**src/rtl/gpio6_pkg.sv**
```systemverilog
package gpio6_pkg;
  localparam int ADDR_W = 2;
  typedef enum logic [ADDR_W-1:0] {
    SEL_DATA = 2'd0,
    SEL_DIR  = 2'd1,
    SEL_INH  = 2'd2,
    SEL_NONE = 2'd3
  } reg_sel_e;
endpackage

```
**src/rtl/gpio6_regfile.sv**
```systemverilog
module gpio6_regfile
  import gpio6_pkg::*;
#(
  parameter int PIN_W = 6
) (
  input  logic              clk,
  input  logic              rst_n,
  input  logic              wr_en,
  input  logic [ADDR_W-1:0] addr,
  input  logic [PIN_W-1:0]  wdata,
  output logic [PIN_W-1:0]  latch_q,
  output logic [PIN_W-1:0]  dir_q,
  output logic [PIN_W-1:0]  inh_q
);
  logic wr_data, wr_dir, wr_inh;

  always_comb begin
    wr_data = wr_en && (addr == SEL_DATA);
    wr_dir  = wr_en && (addr == SEL_DIR);
    wr_inh  = wr_en && (addr == SEL_INH);
  end

  always_ff @(posedge clk or negedge rst_n) begin
    if (!rst_n) begin
      latch_q <= '0;
      dir_q   <= '0;
      inh_q   <= '0;
    end else begin
      if (wr_data) latch_q <= wdata;
      if (wr_dir)  dir_q   <= wdata;
      if (wr_inh)  inh_q   <= wdata;
    end
  end


  unused_addr_write_chk: assert property (@(posedge clk) disable iff (!rst_n)
    (wr_en && addr == SEL_NONE) |=> ($stable(latch_q) && $stable(dir_q) && $stable(inh_q)));
endmodule

```
**src/rtl/gpio6_insync.sv**
```systemverilog
module gpio6_insync #(
  parameter int PIN_W  = 6,
  parameter int STAGES = 2
) (
  input  logic             clk,
  input  logic             rst_n,
  input  logic [PIN_W-1:0] pin_in,
  output logic [PIN_W-1:0] pin_sync
);
  for (genvar i = 0; i < PIN_W; i++) begin : g_bit
    logic [STAGES-1:0] chain;
    always_ff @(posedge clk or negedge rst_n) begin
      if (!rst_n) chain <= '0;
      else        chain <= {chain[STAGES-2:0], pin_in[i]};
    end
    assign pin_sync[i] = chain[STAGES-1];
  end
endmodule

```
**src/rtl/gpio6_readback.sv**
```systemverilog
module gpio6_readback
  import gpio6_pkg::*;
#(
  parameter int PIN_W = 6,
  parameter int BUS_W = 8
) (
  input  logic              clk,
  input  logic              rst_n,
  input  logic              rd_en,
  input  logic [ADDR_W-1:0] addr,
  input  logic [PIN_W-1:0]  latch_q,
  input  logic [PIN_W-1:0]  dir_q,
  input  logic [PIN_W-1:0]  pin_sync,
  output logic [BUS_W-1:0]  rdata
);
  localparam int PAD_W = BUS_W - PIN_W;

  logic [PIN_W-1:0] port_view;
  logic [PIN_W-1:0] sel_val;

  for (genvar i = 0; i < PIN_W; i++) begin : g_mux
    assign port_view[i] = dir_q[i] ? latch_q[i] : pin_sync[i];
  end

  always_comb begin
    unique case (addr)
      SEL_DATA: sel_val = port_view;
      SEL_DIR:  sel_val = dir_q;
      default:  sel_val = '0;
    endcase
  end

  always_ff @(posedge clk or negedge rst_n) begin
    if (!rst_n)     rdata <= '0;
    else if (rd_en) rdata <= {{PAD_W{1'b0}}, sel_val};
  end


  inh_reads_zero_chk: assert property (@(posedge clk) disable iff (!rst_n)
    (rd_en && addr == SEL_INH) |=> (rdata == '0));

  upper_bits_zero_chk: assert property (@(posedge clk) disable iff (!rst_n)
    rdata[BUS_W-1:PIN_W] == '0);

  rdata_hold_chk: assert property (@(posedge clk) disable iff (!rst_n)
    !rd_en |=> $stable(rdata));
endmodule

```
**src/rtl/gpio6_pulldown.sv**
```systemverilog
module gpio6_pulldown #(
  parameter int PIN_W = 6
) (
  input  logic             opt_off,
  input  logic [PIN_W-1:0] inh_q,
  input  logic [PIN_W-1:0] dir_q,
  output logic [PIN_W-1:0] pd_en
);
  for (genvar i = 0; i < PIN_W; i++) begin : g_pd
    assign pd_en[i] = !opt_off && !inh_q[i] && !dir_q[i];
  end
endmodule

```
**src/rtl/gpio6_port.sv**
```systemverilog
module gpio6_port
  import gpio6_pkg::*;
#(
  parameter int PIN_W = 6,
  parameter int BUS_W = 8,
  parameter int SYNC_STAGES = 2
) (
  input  logic              clk,
  input  logic              rst_n,
  input  logic [ADDR_W-1:0] bus_addr,
  input  logic              bus_wr,
  input  logic              bus_rd,
  input  logic [BUS_W-1:0]  bus_wdata,
  output logic [BUS_W-1:0]  bus_rdata,
  input  logic              opt_pd_off,
  input  logic [PIN_W-1:0]  pin_in,
  output logic [PIN_W-1:0]  pad_out,
  output logic [PIN_W-1:0]  pad_oe,
  output logic [PIN_W-1:0]  pad_pd_en
);
  logic [PIN_W-1:0] latch_q, dir_q, inh_q, pin_sync;
  logic unused_wdata_hi;
  assign unused_wdata_hi = ^bus_wdata[BUS_W-1:PIN_W];

  gpio6_regfile #(.PIN_W(PIN_W)) u_regs (
    .clk(clk), .rst_n(rst_n), .wr_en(bus_wr), .addr(bus_addr),
    .wdata(bus_wdata[PIN_W-1:0]),
    .latch_q(latch_q), .dir_q(dir_q), .inh_q(inh_q)
  );

  gpio6_insync #(.PIN_W(PIN_W), .STAGES(SYNC_STAGES)) u_sync (
    .clk(clk), .rst_n(rst_n), .pin_in(pin_in), .pin_sync(pin_sync)
  );

  gpio6_readback #(.PIN_W(PIN_W), .BUS_W(BUS_W)) u_rd (
    .clk(clk), .rst_n(rst_n), .rd_en(bus_rd), .addr(bus_addr),
    .latch_q(latch_q), .dir_q(dir_q), .pin_sync(pin_sync), .rdata(bus_rdata)
  );

  gpio6_pulldown #(.PIN_W(PIN_W)) u_pd (
    .opt_off(opt_pd_off), .inh_q(inh_q), .dir_q(dir_q), .pd_en(pad_pd_en)
  );

  assign pad_out = latch_q;
  assign pad_oe  = dir_q;


  data_write_chk: assert property (@(posedge clk) disable iff (!rst_n)
    (bus_wr && bus_addr == SEL_DATA) |=> (pad_out == $past(bus_wdata[PIN_W-1:0])));

  dir_write_chk: assert property (@(posedge clk) disable iff (!rst_n)
    (bus_wr && bus_addr == SEL_DIR) |=> (pad_oe == $past(bus_wdata[PIN_W-1:0])));

  no_pd_on_output_chk: assert property (@(posedge clk) disable iff (!rst_n)
    (pad_pd_en & pad_oe) == '0);

  opt_off_chk: assert property (@(posedge clk) disable iff (!rst_n)
    opt_pd_off |-> (pad_pd_en == '0));
endmodule

```
**config.mk**
```make
export PLATFORM = sky130hd
export DESIGN_NAME = gpio6_port
export DESIGN_NICKNAME = d
export VERILOG_FILES = /design/src/rtl/gpio6_pkg.sv /design/src/rtl/gpio6_regfile.sv /design/src/rtl/gpio6_insync.sv /design/src/rtl/gpio6_readback.sv /design/src/rtl/gpio6_pulldown.sv /design/src/rtl/gpio6_port.sv
export SDC_FILE = /design/constraint.sdc
export NUM_CORES = 1
export LEC_CHECK = 0
export BUFFER_PORTS_ARGS = -buffer_cell sky130_fd_sc_hd__buf_2
export CAP_MARGIN = 10
export CORE_UTILIZATION = 40
export CTS_BUF_LIST = sky130_fd_sc_hd__clkbuf_8
export DETAILED_ROUTE_END_ITERATION = 12
export GPL_TIMING_DRIVEN = 1
export PLACE_DENSITY = 0.66
export SKIP_CTS_REPAIR_TIMING = 1
export SYNTH_ARGS = -nofsm -noshare
export SYNTH_HDL_FRONTEND = slang
export SYNTH_SLANG_ARGS = --single-unit
```
**constraint.sdc**
```tcl
create_clock -name clk -period 2.2 [get_ports clk]
set_input_delay 0.22 -clock clk [delete_from_list [all_inputs] [get_ports clk]]
set_output_delay 0.22 -clock clk [all_outputs]
set_load 0.02 [all_outputs]
```
* Word-level counts from Yosys, hierarchy flattened
Cells that the tools add are included.
Widths: inputs -> output; s select.
** Word-level totals
- Register bits after elaboration :: 36
- Latch bits :: 0
- Memory bits (writable) :: 0
- ROM bits :: 0
- Output and inout port bits :: 26
- Logic and storage cells :: 48
- Memories kept :: 0
** Cells by class
- Add/subtract/negate cells :: 0
- Multiply operators :: 0
- Div/mod/pow operators :: 0
- $lt $le $gt $ge :: 0
- Eq/ne operators :: 2
- Shift-type cells :: 0
- Multiplexer cells :: 7
- Bitwise operators :: 0
- Reduce and logical (&&, ||, !) cells :: 29
** Operators with widths (count)
- $logic_and 1x1->1 :: 15
- $logic_not 1->1 :: 13
- $pmux 6 s2 :: 1
- $mux 1 :: 6
- $eq 2x1->1 const B :: 1
- $eq 2x2->1 const B :: 1
- $logic_not 2->1 :: 1

* Depth between registers and ports, before layout
Gate-level depths: netlist (run 1).
- Depth after elaboration :: 3
- Gate-level depth with buffers :: 4
- Gate-level depth less buffers :: 3

* Cells and area by module
From an unflattened synthesis (run 1), not the netlist that was laid out.
** Second synthesis, totals
- Cells, all modules :: 99
- Area, all modules :: 1418.9 um^2
** By module, submodules not included
- gpio6_regfile :: instances 1, cells each 39, area an instance 694.4 um^2
- gpio6_readback :: instances 1, cells each 36, area an instance 349.1 um^2
- gpio6_insync :: instances 1, cells each 18, area an instance 345.3 um^2
- gpio6_pulldown :: instances 1, cells each 6, area an instance 30.0 um^2

* Least setup slack after synthesis (run 1)
Ideal clock, no wire load.
- Path kind :: flip-flop to output port
- Start :: register u_regs.dir_q[0]
- End :: output port pad_pd_en[0]
- Arrival time :: 0.998 ns
- Setup slack :: 0.982 ns
- Cell stages (with the launch flop) :: 2
- Cell sequence :: dfrtp_1 nor3_1
** Between the ends
- Word-level cells in the longest chain between the ends :: 2
** Ends and longest elaborated chain
- start, declared :: line gpio6_regfile.sv:12 : output logic [PIN_W-1:0] dir_q,
- start signal, assigned :: line gpio6_regfile.sv:30 : if (wr_dir) dir_q <= wdata;
- $logic_not 1->1 :: line gpio6_pulldown.sv:10 : assign pd_en[i] = !opt_off && !inh_q[i] && !dir_q[i];
- $logic_and 1x1->1 :: line gpio6_pulldown.sv:10
- end, declared :: line gpio6_port.sv:19 : output logic [PIN_W-1:0] pad_pd_en
No other way between the ends.

* Worst setup path in the final report (run 1)
- Start :: register u_regs.dir_q[5]
- End :: output port pad_pd_en[5]
Same word-level chain as after synthesis.

==> summary.txt, run 1 <==
run status: finished, final reports clean
Cell Area, Synth: 1370 um^2
Final Net Count: 166
FF+latch count, synth: 36
Worst-path clk slew: 0.07 ns
Setup crit start kind: flop
fill count: 298
GRT overflow: 0
htree depth: 2
P_leak: 0.845 nW
starting density of the core: 43.6%
initial DRC count: 23
number of diodes: 0
fraction of registers with async set/reset: 100%
most common cell in the synthesized netlist: dfrtp_1
Detailed Routing Iterations Pass 1: 3
synth unique cells: 13
Synth Area in Compound Gates: 8.83%
PortBufs: 42
fin. max-slew vios: 0
I/O Pins: 47
core area: 3150 um^2
final worst path period need: 1.31 ns
largest net degree at the start of global routing: 37
WL met3: 85 um
vias per inst: 4.61
mux contribution to synthesized area: 14.8%
EDFF count, synth: 0
Synth Area in Simple Gates: 5.65%
TritonCTS Sinks: 36
Vias: 875
share of cells above drive strength 1: 47.9%
clk_lat worst skew: 0.27 ns
cts bufs inserted: 5
sequential element share of the synthesized area: 65.6%
Tot Pwr: 1.60 mW
required time worst endpoint: 1.98 ns
largest family of logic cells by synthesized area: multiplexers
Syn Inst Count: 98
post-route ant nets: 0
initial antenna violation count: 0
Slew @ Worst Pin: 0.772 ns
clock skew: 0.00317 ns
synth top area cells: dfrtp_1, mux2_2, inv_1, o31a_1, o22ai_1
Die Span Y: 60.6 um
Non-Filler Instances: 190
Synth Area per Inst: 14.0 um^2
max_cap viols: 0
fmax: 764 MHz
Slew HR: 48.5%
DIE AREA: 3670 um^2
Setup violations, final: 0
clock root buffer: clkbuf_8
Total GRT Usage: 15.1%
DIE WIDTH: 60.6 um
Routed WL per cell: 13.0 um
RSZ-0062 raised after global routing: false
vias in the first global route: 799
CTS Buffer Depth: 2
gp weighted congestion: 0.694
first-pass GRT wire length: 3.88 mm
total negative setup slack: 0 ns
Yosys top cell by area: dfrtp_1
Worst Path Arrival: 1.09 ns
WS Path Type: flop to primary output
maximum vdd drop: 0.413 mV
Synthesis Warnings: 0
final hold vios: 0
PwrDens: 933 nW/um^2
main flop type after synthesis: dfrtp_1
Final Cycle Share: 59.5%
XOR/XNOR Fraction of Synth Area: 0%
HPWL Detailed: 1.81 mm
area delta synth->final: 24.5%
CTS tree: yes
Synth top area share: 65.6%
HP Class: input port to async pin
utilization after layout: 54.2%
CP max FO: 5
Max Used Layer: met4
FP Rows: 20
adder-cell share of the synthesized area: 0%
# DRC: 0
wire length on met2: 1.22 mm
final WL: 2.46 mm
critical path endpoint category: primary output
Met1 Wirelength: 1.14 mm
placed cell count: 182
Synth top cells by count: dfrtp_1, mux2_2, inv_1
final timing paths:
| path | start | to | slack (ns) | depth (start not counted) |
|---|---|---|---|---|
| max reg2reg | u_regs.dir_q[2] | u_rd.rdata[2] | 1.24 | 2 |
| min | rst_n | u_regs.inh_q[1] | 0.02 | 1 |
| max | u_regs.dir_q[5] | pad_pd_en[5] | 0.89 | 2 |
| min reg2reg | u_sync.g_bit[4].chain[0] | u_sync.g_bit[4].chain[1] | 0.35 | 0 |
| min in group clk | pin_in[2] | u_sync.g_bit[2].chain[0] | 0.05 | 1 |
| max in group asynchronous | rst_n | u_regs.dir_q[3] | 1.69 | 1 |
where the power goes:
| group | leakage [nW] | switching, mW | internal (mW) | total [mW] |
|---|---|---|---|---|
| sequential | 0.432 | 0.0578 | 0.752 | 0.809 |
| clock | 0.0538 | 0.202 | 0.246 | 0.447 |
| combinational | 0.359 | 0.193 | 0.146 | 0.339 |
per-stage QoR:
step                      cell area, um^2  hold WS (ns)  worst slack, ns
after floorplan                      1380       -0.0756            0.982
after global placement               1620         0.328            0.871
after detailed placement             1620         0.329            0.865
after CTS                            1710        0.0404            0.871
after global routing                 1710        0.0323            0.804
final                                1710        0.0242            0.892
layout make-up:
| cell class | count | area [um^2] | area share, % |
|---|---|---|---|
| flip-flops and latches | 36 | 901 | 52.7 |
| multi-input cells | 48 | 409 | 23.9 |
| repair buffers | 42 | 210 | 12.3 |
| clock buffers | 6 | 82.6 | 4.83 |
| well taps | 44 | 55.1 | 3.22 |
| inverters | 12 | 45.0 | 2.63 |
| clock inverters | 2 | 7.51 | 0.439 |
logic make-up (layout without fill, tap and decap cells):
| kind of cell | Yosys count | after routing |
|---|---|---|
| AO/OA/AOI/OAI | 18 | 18 |
| multiplexers | 18 | 18 |
| flip-flops | 36 | 36 |
| AND/OR/NAND/NOR | 10 | 10 |
| buffers and inverters | 15 | 62 |
| other | 1 | 2 |
worst max-delay path, cell delays in order (launching register included):
cell and delay [ns]:
dfrtp_1 0.42, nor3_1 0.20, buf_2 0.19
registers in the layout, summed over array words and instances, names as in the netlist:
name                flops
u_sync.g_bit.chain     12
u_rd.rdata              6
u_regs.dir_q            6
u_regs.inh_q            6
u_regs.latch_q          6
layout by cell type (no fill, tap or decap):
cell / n
conb_1: 2
buf_2: 42
dfrtp_1: 36
o21ai_0: 6
clkbuf_8: 6
nand2b_1: 1
o31a_2: 1
nand3b_2: 2
o22ai_1: 6
inv_1: 14
nor3b_4: 1
mux2_2: 18
o31a_1: 5
nor3_1: 6
metal layers:
metal  track usage [%]  up-vias
met1              19.7      418
li1                  -      434
met4              6.82        0
met3              4.48        2
met2              23.4       21
met5                 0        -
Power figures use the tool's default switching activity.
==> run 2: changes to the inputs <==
--- a/config.mk
+++ b/config.mk
@@ -11,7 +11,7 @@
 export CTS_BUF_LIST = sky130_fd_sc_hd__clkbuf_8
 export DETAILED_ROUTE_END_ITERATION = 12
 export GPL_TIMING_DRIVEN = 1
-export PLACE_DENSITY = 0.66
+export PLACE_DENSITY = 0.69
 export SKIP_CTS_REPAIR_TIMING = 1
 export SYNTH_ARGS = -nofsm -noshare
 export SYNTH_HDL_FRONTEND = slang
==> constraint.sdc (replaced) <==
create_clock -name clk -period 1.13 [get_ports clk]
set_input_delay 0.113 -clock clk [delete_from_list [all_inputs] [get_ports clk]]
set_output_delay 0.113 -clock clk [all_outputs]
set_load 0.02 [all_outputs]
==> run 2 against run 1 <==
  * Non-clock buffer count is 16 higher
  * Power is 100% higher
  * Clock power is 100% higher
  * Wire length is 7.0% higher
  * Global-route usage is 1.7 points higher
  * The run now ends with negative setup slack left
  * Hold slack better by 0.058 ns
  * Utilization is 6.4 points higher
  * Largest power group unchanged
  * Sequential power is 94% higher
  * Worst setup slack worse by 0.92 ns
  * Critical path type unchanged
==> summary.txt, run 2 (same netlist as run 1, synthesis figures left out) <==
Final Cycle Share: 102%
max_cap viols: 0 (unchanged)
sequential power share: 48.3% (-2.4 points)
Comb pwr share: 24.2% (+3.0 points)
I/O Pins: 47 (unchanged)
Die Span Y: 60.6 um (unchanged)
GRT overflow: 0 (unchanged)
area delta synth->final: 39.3%
Vias: 927 (+5.9%)
post-route ant nets: 0 (unchanged)
share of cells above drive strength 1: 50.6% (+2.7 points)
worst r2r dst: u_rd.rdata[3]
R2R setup slack: 0.08 ns (-1.16 ns)
HPWL Detailed: 1.85 mm (+2.1%)
Setup violations, final: 2 (+2)
fmax: 866 MHz
max reg flops: 12 (unchanged)
leading cell types in the layout, fill and taps excluded: buf_2, dfrtp_1, mux2_2, inv_1, buf_4
post-route cell area: 1910 um^2 (+12%)
RSZ-0062 raised after global routing: true
Detailed Routing Iterations Pass 1: 4 (+1)
PwrDens: 1700 nW/um^2 (+83%)
clock skew: 0.00177 ns (-0.00140 ns)
clock root buffer: clkbuf_8
DP Area: 1690 um^2 (+4.2%)
TritonCTS Sinks: 36 (unchanged)
run status: complete, but fails checks
Psw: 0.939 mW (+110%)
power share of the clock group: 27.5% (-0.5 points)
initial DRC count: 40 (+74%)
Setup crit start kind: flop
final hold vios: 0 (unchanged)
most common cell after layout, fill and taps aside: buf_2
vias in the first global route: 839 (+5.0%)
required time worst endpoint: 1.02 ns (-0.96 ns)
final WL: 2.63 mm (+7.0%)
Total GRT Usage: 16.8% (+1.7 points)
first-pass GRT wire length: 4.17 mm (+7.5%)
htree depth: 2 (unchanged)
Critical Path Source: u_regs.inh_q[0]
PortBufs: 42 (unchanged)
WS Path Type: flop to primary output
largest net degree at the start of global routing: 37 (unchanged)
Tot Pwr: 3.26 mW (+100%)
initial antenna violation count: 0 (unchanged)
FP Rows: 20 (unchanged)
DIE AREA: 3670 um^2 (unchanged)
final worst slack: -0.0252 ns (-0.917 ns)
Worst-path clk slew: 0.06 ns (about the same)
P_leak: 0.937 nW (+11%)
# DRC: 0 (unchanged)
Worst Path Arrival: 1.04 ns (-0.05 ns)
Routed WL per cell: 12.8 um (-1.3%)
CTS tree: yes
DIE WIDTH: 60.6 um (unchanged)
final worst path period need: 1.16 ns
fin. max-slew vios: 0 (unchanged)
core area: 3150 um^2 (unchanged)
fill count: 281 (-5.7%)
maximum vdd drop: 0.908 mV (+120%)
Pint: 2.32 mW (+100%)
sw frac: 28.8% (+0.49 points)
starting density of the core: 43.6% (unchanged)
r2r worst-path depth: 3 (+1)
vias per inst: 4.50 (-2.3%)
hold_sp: bus_wdata[5]
critical path endpoint category: primary output
Final Net Count: 182 (+9.6%)
number of diodes: 0 (unchanged)
RR Startpoint: u_regs.dir_q[3]
HP Class: input port to flop
gp weighted congestion: 0.751 (+8.3%)
CP max FO: 2 (-3)
Critical Path End: pad_pd_en[0]
failing checks: negative setup slack
CTS Buffer Depth: 2 (unchanged)
cts bufs inserted: 5 (unchanged)
clk_lat worst skew: 0.29 ns (+0.02 ns)
Biggest register: u_sync.g_bit.chain
==> run 2: layout make-up <==
| class | instances | area [um^2] | share of cell area [%] |
|---|---|---|---|
| flip-flops and latches | 36 | 901 | 47.1 |
| multi-input cells | 48 | 425 | 22.2 |
| repair buffers | 58 | 397 | 20.7 |
| clock buffers | 6 | 82.6 | 4.32 |
| well taps | 44 | 55.1 | 2.88 |
| inverters | 12 | 45.0 | 2.35 |
| clock inverters | 2 | 7.51 | 0.392 |
==> run 2: metal layers <==
metal / track usage (%) / vias up / part of all wire, %
met2: 24.5 / 33 / 47
met4: 6.82 / 0 / 1.6
li1: - / 465 / -
met1: 21.9 / 424 / 45
met5: 0 / - / 0
met3: 7.68 / 5 / 6.4
==> run 2: power groups by stage <==
stage / logic, mW / registers, mW / clock network, mW
after floorplan: 0.283 / 1.72 / 0
after global placement: 0.683 / 1.59 / 0
after detailed placement: 0.699 / 1.60 / 0
after CTS: 0.702 / 1.58 / 0.922
after global routing: 0.867 / 1.59 / 0.989
final: 0.787 / 1.57 / 0.898
==> run 2: critical path, stage by stage (launching register included) <==
cell and delay, ns:
dfrtp_1 0.38, nor3_2 0.20, buf_4 0.17
==> run 2: how the worst min path moves through the flow <==
stage | to | slack (ns) | cells past startpoint
finish | u_regs.latch_q[5] | 0.08 | 2
detailed placement | u_rd.rdata[1] | 0.09 | 2
global placement | u_sync.g_bit[4].chain[1] | 0.08 | 2
floorplan | u_rd.rdata[0] | -0.18 | 0
CTS | u_rd.rdata[1] | -0.22 | 2
global route | u_regs.latch_q[5] | 0.09 | 2
==> run 2: stage by stage <==
step / setup slack, ns / hold WS (ns) / utilization (%) / TNS (ns) / std cells
after floorplan: 0.0191 / -0.183 / - / 0 / 99
after global placement: 0.0493 / 0.0830 / 53.5 / 0 / 186
after detailed placement: 0.0172 / 0.0899 / 53.5 / 0 / 186
after CTS: -0.136 / -0.217 / 56.4 / -0.386 / 194
after global routing: -0.0896 / 0.0867 / 60.7 / -0.293 / 206
final: -0.0252 / 0.0823 / 60.7 / -0.0286 / 206
==> run 3: changes to the inputs <==
--- a/config.mk
+++ b/config.mk
@@ -5,13 +5,14 @@
 export SDC_FILE = /design/constraint.sdc
 export NUM_CORES = 1
 export LEC_CHECK = 0
+export ABC_AREA = 1
 export BUFFER_PORTS_ARGS = -buffer_cell sky130_fd_sc_hd__buf_2
 export CAP_MARGIN = 10
 export CORE_UTILIZATION = 40
 export CTS_BUF_LIST = sky130_fd_sc_hd__clkbuf_8
 export DETAILED_ROUTE_END_ITERATION = 12
 export GPL_TIMING_DRIVEN = 1
-export PLACE_DENSITY = 0.69
+export PLACE_DENSITY = 0.67
 export SKIP_CTS_REPAIR_TIMING = 1
 export SYNTH_ARGS = -nofsm -noshare
 export SYNTH_HDL_FRONTEND = slang
==> run 3 against run 2 <==
  * The flow still finishes with violations (negative setup slack)
  * Area after synthesis rose by 9.7%
  * Clock power rose by 0.8%
  * Sequential share of layout area fell by 3.5 points
  * Non-clock buffer count rose by 7
  * Hold slack improved by 0.034 ns
  * Critical path type unchanged
  * Largest cell class unchanged
==> summary.txt, run 3 <==
run status: complete, but fails checks
failing checks: negative setup slack
grt met3 use: 6.70% (-0.97 points)
cts bufs inserted: 5 (unchanged)
CTS Buffer Depth: 2 (unchanged)
CP max FO: 2 (unchanged)
maximum vdd drop: 0.759 mV (-16%)
initial antenna violation count: 0 (unchanged)
HPWL Detailed: 2.13 mm (+15%)
crit path cell chain: nor3_2 -> buf_4
synth unique cells: 17 (+4)
Synth top cells by count: nand2_1, dfrtp_1, inv_1
FF+latch count, synth: 36 (unchanged)
Routed WL per cell: 11.6 um (-9.2%)
DIE WIDTH: 63.4 um (+4.6%)
clock root buffer: clkbuf_8
PwrDens: 1580 nW/um^2 (-7.4%)
required time worst endpoint: 1.02 ns (about the same)
# DRC: 0 (unchanged)
main flop type after synthesis: dfrtp_1
leading cell types in the layout, fill and taps excluded: nand2_1, buf_2, dfrtp_1, inv_1, buf_4
Setup crit start kind: flop
final worst slack: -0.0243 ns (+0.000832 ns)
Worst-path clk slew: 0.07 ns (about the same)
area delta synth->final: 37.8%
I/O Pins: 47 (unchanged)
Yosys top cell by area: dfrtp_1
final WL: 3.22 mm (+22%)
FP Rows: 21 (+5.0%)
most common cell in the synthesized netlist: nand2_1
synth top area cells: dfrtp_1, nand2_1, inv_1, o21ai_2, nand3_1
Worst Path Arrival: 1.04 ns (about the same)
Syn Inst Count: 163 (+66%)
Biggest register: u_sync.g_bit.chain
GRT overflow: 0 (unchanged)
DIE AREA: 4020 um^2 (+9.4%)
Synth Area per Inst: 9.25 um^2 (-34%)
sequential element share of the synthesized area: 59.8% (-5.8 points)
Final Net Count: 251 (+38%)
Max stage delay on crit path: 0.38 ns (about the same)
final hold vios: 0 (unchanged)
final worst path period need: 1.15 ns (-0.000832 ns)
HP Class: input port to flop
TritonCTS Sinks: 36 (unchanged)
footprint of the multi-input gates: 482 um^2 (+13%)
max reg flops: 12 (unchanged)
Synth top area share: 59.8% (-5.8 points)
htree depth: 2 (unchanged)
largest net degree at the start of global routing: 22 (-41%)
hold_ws: 0.116 ns (+0.0336 ns)
RSZ-0062 raised after global routing: true
max_cap viols: 0 (unchanged)
share of cells above drive strength 1: 39.0% (-12 points)
CP max-delay cell: dfrtp_1
gr busiest metal: met2
starting density of the core: 43.5% (-0.10 points)
Sequential Area: 905 um^2 (+0.42%)
most common cell after layout, fill and taps aside: nand2_1
P_leak: 1.13 nW (+21%)
EDFF count, synth: 0 (unchanged)
total negative setup slack: -0.0466 ns (-0.0180 ns)
clk_lat worst skew: 0.28 ns (about the same)
Synthesis Warnings: 0 (unchanged)
Total GRT Usage: 17.0% (+0.15 points)
Final Cycle Share: 102% (about the same)
gp weighted congestion: 0.725 (-3.5%)
initial DRC count: 65 (+63%)
fill count: 314 (+12%)
first-pass GRT wire length: 4.97 mm (+19%)
Setup violations, final: 4 (+2)
Die Span Y: 63.4 um (+4.6%)
critical path endpoint category: primary output
fin. max-slew vios: 0 (unchanged)
clock skew: 0.00357 ns (+0.00180 ns)
met1 usage: 21.3% (-0.55 points)
WS Path Type: flop to primary output
met2 Track Usage GR: 25.5% (+1.0 points)
Vias: 1,247 (+35%)
CTS tree: yes
number of diodes: 0 (unchanged)
PortBufs: 42 (unchanged)
vias per inst: 4.50 (about the same)
core area: 3470 um^2 (+10%)
fmax: 866 MHz (about the same)
Detailed Routing Iterations Pass 1: 4 (unchanged)
fraction of registers with async set/reset: 100% (unchanged)
post-route ant nets: 0 (unchanged)
vias in the first global route: 1,087 (+30%)
Cell Area, Synth: 1510 um^2 (+9.7%)
==> run 3: cell types whose count changed in the layout (fill, tap and decap cells not counted), moves of 5 or more <==
cell	delta
o31a_1	-5
o22ai_1	-5
buf_4	+14
o21ai_2	+12
a21oi_1	+5
inv_1	+17
nand2_1	+38
nor2_1	+7
mux2_2	-18
nand3_1	+11
==> run 3: logic make-up after synthesis <==
family / after synthesis / synth area share, %
compound gates: 24 / 11.0
buf+inv: 36 / 10.5
flops: 36 / 59.8
other cells: 1 / 0.249
simple gates: 66 / 18.5
==> run 3: stage by stage <==
step / area [um^2] / util (%) / cells / total power [mW] / worst slack, ns
after detailed placement: 1790 / 51.6 / 252 / 2.25 / 0.148
after floorplan: 1510 / - / 164 / 1.98 / 0.00182
after global routing: 2080 / 59.9 / 277 / 3.47 / -0.0783
final: 2080 / 59.9 / 277 / 3.28 / -0.0243
after global placement: 1790 / 51.6 / 252 / 2.24 / 0.166
after CTS: 1880 / 54.2 / 260 / 3.15 / -0.121
==> run 3: worst max-delay path, delay by kind of cell, from the launching register on <==
kind	cells	cell delay (ns)
DFF	1	0.38
buffers and inverters	1	0.17
and+or+nand+nor	1	0.20
==> run 3: area by class of cell <==
class,count,share of cell area (%)
Sequential cell,36,43.6
Clock inverter,2,0.361
Tap cell,46,2.77
Multi-Input combinational cell,92,23.2
Clock buffer,6,3.98
Inverter,30,5.42
Timing Repair Buffer,65,20.7
==> run 3: worst paths after layout <==
kind                                           from                       end  depth (start not counted)  slack (ns)
setup / recovery                    u_regs.inh_q[1]              pad_pd_en[1]                          2       -0.02
hold / removal                         bus_wdata[3]           u_regs.dir_q[3]                          3        0.12
setup reg to reg                    u_regs.dir_q[5]             u_rd.rdata[5]                          5        0.10
hold reg to reg            u_sync.g_bit[1].chain[0]  u_sync.g_bit[1].chain[1]                          0        0.35
max in group asynchronous                     rst_n           u_regs.dir_q[4]                          3        0.41
min in group asynchronous                     rst_n           u_regs.inh_q[5]                          2        0.28
==> run 3: report_power, final <==
| group | total [mW] | switching [mW] | internal [mW] |
|---|---|---|---|
| logic | 0.827 | 0.470 | 0.358 |
| registers | 1.55 | 0.103 | 1.44 |
| clock network | 0.905 | 0.426 | 0.479 |
==> run 3: per-layer routing <==
metal  part of all wire (%)  vias up
li1                       -      632
met2                     48       48
met5                      0        -
met3                    5.9        5
met4                    2.0        0
met1                     44      562
